File: src/rtl/synth_prog_pkg.sv
package synth_prog_pkg;
  localparam int BYTE_W = 8;
  localparam int HI_W   = BYTE_W - 1;
  localparam int DIV_W  = HI_W + BYTE_W;
  localparam int CNT_W  = 4;
  localparam logic [4:0]      DEV_ID    = 5'b11000;
  localparam logic [HI_W-1:0] CTL_RESET = 7'b0_001_00_0;

  typedef struct packed {
    logic              loadDb1;
    logic              loadDb2;
    logic              loadCtl;
    logic              loadPort;
    logic [BYTE_W-1:0] dataByte;
  } strobe_t;

  typedef enum logic [1:0] {PH_IDLE, PH_ADDR, PH_DATA} phase_e;
  typedef enum logic [1:0] {EXP_LEAD, EXP_DIVLO, EXP_PORT} expect_e;
endpackage

File: src/rtl/synth_prog_ctrl.sv
module synth_prog_ctrl
  import synth_prog_pkg::*;
(
  input  logic       clk,
  input  logic       rstN,
  input  logic       sclIn,
  input  logic       sdaIn,
  input  logic [1:0] addrSel,
  output logic       ackDrive,
  output strobe_t    stb
);
  logic              sclQ, sdaQ;
  logic [CNT_W-1:0]  bitCnt;
  logic [BYTE_W-1:0] shiftReg;
  logic              ackPend;
  phase_e            phase;
  expect_e           nextKind;

  logic sclRise, sclFall, startDet, stopDet, addrHit;
  logic [BYTE_W-1:0] byteNext;

  assign sclRise  = sclIn & ~sclQ;
  assign sclFall  = ~sclIn & sclQ;
  assign startDet = sclIn & sclQ & sdaQ & ~sdaIn;
  assign stopDet  = sclIn & sclQ & ~sdaQ & sdaIn;
  assign byteNext = {shiftReg[BYTE_W-2:0], sdaIn};
  assign addrHit  = (byteNext[7:3] == DEV_ID) && (byteNext[2:1] == addrSel) && !byteNext[0];

  always_ff @(posedge clk) begin
    if (!rstN) begin
      sclQ     <= 1'b1;
      sdaQ     <= 1'b1;
      bitCnt   <= '0;
      shiftReg <= '0;
      ackPend  <= 1'b0;
      ackDrive <= 1'b0;
      phase    <= PH_IDLE;
      nextKind <= EXP_LEAD;
      stb      <= '0;
    end else begin
      sclQ         <= sclIn;
      sdaQ         <= sdaIn;
      stb.loadDb1  <= 1'b0;
      stb.loadDb2  <= 1'b0;
      stb.loadCtl  <= 1'b0;
      stb.loadPort <= 1'b0;
      if (startDet || stopDet) begin
        phase    <= startDet ? PH_ADDR : PH_IDLE;
        bitCnt   <= '0;
        ackPend  <= 1'b0;
        ackDrive <= 1'b0;
        nextKind <= EXP_LEAD;
      end else if (phase != PH_IDLE) begin
        if (sclRise) begin
          if (bitCnt < CNT_W'(BYTE_W)) begin
            shiftReg <= byteNext;
            bitCnt   <= bitCnt + 1'b1;
            if (bitCnt == CNT_W'(BYTE_W - 1)) begin
              if (phase == PH_ADDR) begin
                ackPend <= addrHit;
                phase   <= addrHit ? PH_DATA : PH_IDLE;
              end else begin
                ackPend      <= 1'b1;
                stb.dataByte <= byteNext;
                unique case (nextKind)
                  EXP_DIVLO: begin stb.loadDb2  <= 1'b1; nextKind <= EXP_LEAD; end
                  EXP_PORT:  begin stb.loadPort <= 1'b1; nextKind <= EXP_LEAD; end
                  default: begin
                    if (byteNext[BYTE_W-1]) begin
                      stb.loadCtl <= 1'b1;
                      nextKind    <= EXP_PORT;
                    end else begin
                      stb.loadDb1 <= 1'b1;
                      nextKind    <= EXP_DIVLO;
                    end
                  end
                endcase
              end
            end
          end else begin
            bitCnt <= CNT_W'(BYTE_W + 1);
          end
        end else if (sclFall) begin
          if (bitCnt == CNT_W'(BYTE_W)) begin
            ackDrive <= ackPend;
          end else if (bitCnt == CNT_W'(BYTE_W + 1)) begin
            ackDrive <= 1'b0;
            ackPend  <= 1'b0;
            bitCnt   <= '0;
          end
        end
      end
    end
  end
endmodule

File: src/rtl/synth_prog_regs.sv
module synth_prog_regs
  import synth_prog_pkg::*;
(
  input  logic             clk,
  input  logic             rstN,
  input  strobe_t          stb,
  output logic [DIV_W-1:0] divWord,
  output logic [HI_W-1:0]  ctlReg,
  output logic [BYTE_W-1:0] portReg
);
  logic [HI_W-1:0] stageHi;

  always_ff @(posedge clk) begin
    if (!rstN) begin
      stageHi <= '0;
      divWord <= '0;
      ctlReg  <= CTL_RESET;
      portReg <= '0;
    end else begin
      if (stb.loadDb1)  stageHi <= stb.dataByte[HI_W-1:0];
      if (stb.loadDb2)  divWord <= {stageHi, stb.dataByte};
      if (stb.loadCtl)  ctlReg  <= stb.dataByte[HI_W-1:0];
      if (stb.loadPort) portReg <= stb.dataByte;
    end
  end
endmodule

File: src/rtl/synth_prog_if.sv
module synth_prog_if
  import synth_prog_pkg::*;
(
  input  logic        clk,
  input  logic        rstN,
  input  logic        sclIn,
  input  logic        sdaIn,
  input  logic [1:0]  addrSel,
  output logic        sdaPullLow,
  output logic [14:0] divWord,
  output logic        pumpHigh,
  output logic [2:0]  testBits,
  output logic [1:0]  refSel,
  output logic        tuneOff,
  output logic [7:0]  portBits
);
  strobe_t          stb;
  logic [HI_W-1:0]  ctlReg;

  synth_prog_ctrl u_ctrl (
    .clk(clk), .rstN(rstN), .sclIn(sclIn), .sdaIn(sdaIn),
    .addrSel(addrSel), .ackDrive(sdaPullLow), .stb(stb)
  );

  synth_prog_regs u_regs (
    .clk(clk), .rstN(rstN), .stb(stb),
    .divWord(divWord), .ctlReg(ctlReg), .portReg(portBits)
  );

  assign pumpHigh = ctlReg[6];
  assign testBits = ctlReg[5:3];
  assign refSel   = ctlReg[2:1];
  assign tuneOff  = ctlReg[0];
endmodule

File: config.mk
export PLATFORM = sky130hd
export DESIGN_NAME = synth_prog_if
export DESIGN_NICKNAME = d
export VERILOG_FILES = /design/src/rtl/synth_prog_pkg.sv /design/src/rtl/synth_prog_ctrl.sv /design/src/rtl/synth_prog_regs.sv /design/src/rtl/synth_prog_if.sv
export SDC_FILE = /design/constraint.sdc
export NUM_CORES = 1
export LEC_CHECK = 0
export ABC_CLOCK_PERIOD_IN_PS = 1900
export BUFFER_PORTS_ARGS = -buffer_cell sky130_fd_sc_hd__buf_2
export CORE_MARGIN = 5
export CORE_UTILIZATION = 40
export CTS_BUF_LIST = sky130_fd_sc_hd__clkbuf_4 sky130_fd_sc_hd__clkbuf_8 sky130_fd_sc_hd__clkbuf_16
export CTS_CLUSTER_DIAMETER = 200
export DETAILED_ROUTE_END_ITERATION = 8
export HOLD_SLACK_MARGIN = 0.08
export PLACE_DENSITY_LB_ADDON = 0.3
export SLEW_MARGIN = 15
export SYNTH_ARGS = -nofsm -noshare
export SYNTH_HDL_FRONTEND = slang
export SYNTH_HIERARCHICAL = 1
export SYNTH_SLANG_ARGS = --single-unit
File: constraint.sdc
create_clock -name clk -period 1.9 [get_ports clk]
set_input_delay 0 -clock clk [delete_from_list [all_inputs] [get_ports clk]]
set_output_delay 0 -clock clk [all_outputs]
set_load 0.05 [all_outputs]
==> impl_metrics.py <==
metrics = {
    "final_layout": {
        "drive_gt1_share_pct": 20.77,
        "area_delta_synth_final_pct": 17.93,
        "final_common_cell": "dfxtp_1",
        "finalNonFillerCells": 409,
        "final_cell_mix": "68 x dfxtp_1, 52 x mux2i_1, 51 x nor2b_1",
        "n_antenna_cell": 0,
        "final_nets": 322,
        "postLayoutCoreUtil_pct": 48.76,
    },
    "logic_synthesis": {
        "synthCells": 266,
        "synth_fp_nets": 280,
        "synth-seq-cells": 68,
        "syn_area_um2": 2840,
        "synth.distinct_cells": 45,
        "synthArstFlopShare_pct": 0,
        "ys_seq_area_share_pct": 47.93,
        "yosys_warnings": 6,
        "avgSynthCellArea_um2": 10.68,
        "ys.flop_type": "dfxtp_1",
        "synth_edf_count": 0,
    },
    "clock_network": {
        "cts.path.max_buffers": 2,
        "cts_tree": "yes",
        "clk_latency_ns": 0.34,
        "htreeDepth": 3,
        "cts-root-buf": "clkbuf_8",
        "clk_pin_slew_ns": 0.07,
        "numCtsBuffers": 9,
        "post_cts_resized": 0,
        "cts.sinks": 68,
        "postCtsSetupBuffers": 0,
    },
    "die": {
        "start_util_pct": 41.35,
        "die_h_um": 94.27,
        "coreArea_um2": 6869,
        "io_pins": 37,
        "die_area_um2": 8886,
        "rows": 30,
        "fp.dieW_um": 94.27,
    },
    "critical_path": {
        "crit_fanout": 6,
        "max_stage_delay_ns": 0.42,
        "slowest_stage": "dfxtp_1",
        "crit_type": "flop to flop",
        "start_kind": "flop",
        "crit_buf_inv": 1,
        "crit_arrival_ns": 1.91,
        "cp-end-kind": "flop",
        "crit_family": "simple AND/OR/NAND/NOR gates",
        "crit_required_ns": 2.17,
        "crit_path_cell_trace": "inv_1 > ha_1 > nor4bb_1 > o21a_1 > a41oi_1 > nor3_1",
    },
    "timing": {
        "rsz0062_at_grt": "no",
        "tightest_slew_ns": 0.5302,
        "relSlewSlack_pct": 64.28,
        "finalCritPeriodShare_pct": 86.68,
        "slew_violations": 0,
        "tns_ns": 0,
        "fmax_mhz": 607.2,
        "fin_worst_skew_ns": 0.01054,
        "setup_viol": 0,
        "period_needed_ns": 1.647,
        "hold_violations": 0,
    },
    "power": {
        "irDropWorstVdd_mv": 0.4413,
        "pwr-share-comb_pct": 3.2,
        "p_leak_nw": 1.206,
        "internal-power_mw": 2.219,
        "power_density_nw_per_um2": 844.8,
        "switching_share_pct": 21.59,
        "p_clk_share_pct": 46.1,
        "seqPwrFrac_pct": 50.7,
        "p_sw_mw": 0.6108,
    },
    "grt": {
        "grt_max_degree": 30,
        "grt_use_met1_pct": 17.48,
        "grt_pass1_vias": 1804,
        "overflow": 0,
        "grt_pass1_wl_um": 8894,
        "use_met2_pct": 18.56,
        "grtUsageTotal_pct": 13.06,
        "antenna_found_initial": 0,
        "top_usage_layer": "met2",
        "use_met3_pct": 5.849,
    },
    "drt": {
        "num_vias": 1937,
        "drt_iter0_drc": 38,
        "drt_first_pass_iters": 4,
        "drc": 0,
        "wire_per_inst_um": 13.20,
        "routed_wl_um": 5398,
        "viasPerCell": 4.736,
        "ant_nets": 0,
    },
    "min_path": {
        "worstHoldPathType": "input port to flop",
    },
    "placed_design": {
        "routabilityCongestion": 0.7872,
        "dp_hpwl_um": 3813,
        "port_buffers": 36,
        "placed_cells": 390,
    },
    "run": {
        "max-cap-violations": 0,
    },
    "outcome": {
        "outcome": "completed",
    },
}
==> worst min-delay path: cells and delay by family <==
| kind | cells | cell delay [ns] |
|---|---|---|
| simple gates | 2 | 0.14 |
| buf+inv | 1 | 0.08 |
| compound gates | 1 | 0.06 |
| xor+xnor | 1 | 0.18 |
==> synth_stat cells (all sizes together) (3+ instances only) <==
cell	count	share of area [%]
nand2	10	1.3
clkbuf	5	0.75
ha	8	3.5
o21ai	4	0.70
a21oi	7	1.4
inv	10	1.3
nor2b	51	11
nor2	5	0.66
mux2i	52	18
buf	10	2.7
dfxtp	68	48
nand4	3	0.66
==> metal layers <==
layer | share of wire (%) | wire length [µm]
met5 | 0 | 0
met4 | 0.70 | 38
met3 | 5.5 | 297
met2 | 44 | 2354
met1 | 50 | 2707
==> worst paths after layout <==
kind / from / end / slack [ns] / depth (start not counted)
hold / removal: addrSel[0] / u_ctrl/phase[1] / 0.17 / 5
hold reg to reg: u_regs/ctlReg[3] / u_regs/ctlReg[3] / 0.47 / 2
setup reg to reg: u_ctrl/bitCnt[0] / u_ctrl/bitCnt[3] / 0.25 / 6
setup / recovery: u_ctrl/bitCnt[0] / u_ctrl/bitCnt[3] / 0.25 / 6
==> cell families after synthesis <==
logic type,after synthesis,synth area share (%)
fa+ha+maj,8,3.524
buf+inv,25,4.758
compound gates,23,5.771
xor+xnor,3,0.9253
mux,52,18.33
flops,68,47.93
simple gates,87,18.77
==> registers in the layout, summed over array words and instances, names as in the netlist <==
register and cells:
u_ctrl/bitCnt 4, u_regs/divWord 15, u_regs/ctlReg 7, u_regs/stageHi 7, u_ctrl/nextKind 2, u_ctrl/ackDrive 1
u_ctrl/phase 2, u_regs/portReg 8, u_ctrl/shiftReg 7, u_ctrl/stb 12, u_ctrl/ackPend 1, u_ctrl/sdaQ 1
u_ctrl/sclQ 1
==> power groups by stage <==
stage / logic, mW / clock network (mW) / registers (mW)
after floorplan: 0.0581 / 0 / 1.47
after global placement: 0.0859 / 0 / 1.47
after CTS: 0.0914 / 1.36 / 1.43
after detailed placement: 0.0860 / 0 / 1.47
final: 0.0907 / 1.31 / 1.43
after global routing: 0.100 / 1.43 / 1.43
==> layout make-up <==
| cell class | count | area, µm² |
|---|---|---|
| clock buffers | 9 | 123.9 |
| clock inverters | 7 | 100.1 |
| fillers | 673 | 3520 |
| inverters | 10 | 37.54 |
| multi-input cells | 173 | 1344 |
| flip-flops and latches | 68 | 1361 |
| well taps | 96 | 120.1 |
| repair buffers | 46 | 262.8 |
==> per-stage QoR <==
stage	total power [mW]	setup slack, ns	hold slack, ns	cell area (µm²)
after floorplan	1.524	0.3406	0.09613	2840
after global placement	1.552	0.3297	0.2422	3095
after detailed placement	1.553	0.2585	0.2544	3095
after CTS	2.881	0.2435	0.1384	3349
after global routing	2.969	0.09021	0.1468	3349
final	2.830	0.2531	0.1686	3349
==> timing repair <==
action,4_1_cts,5_1_grt
hold endpoints to repair,5,0
setup endpoints to repair,0,0
hold buffers,3,0
(Power assumes the default switching activity.)
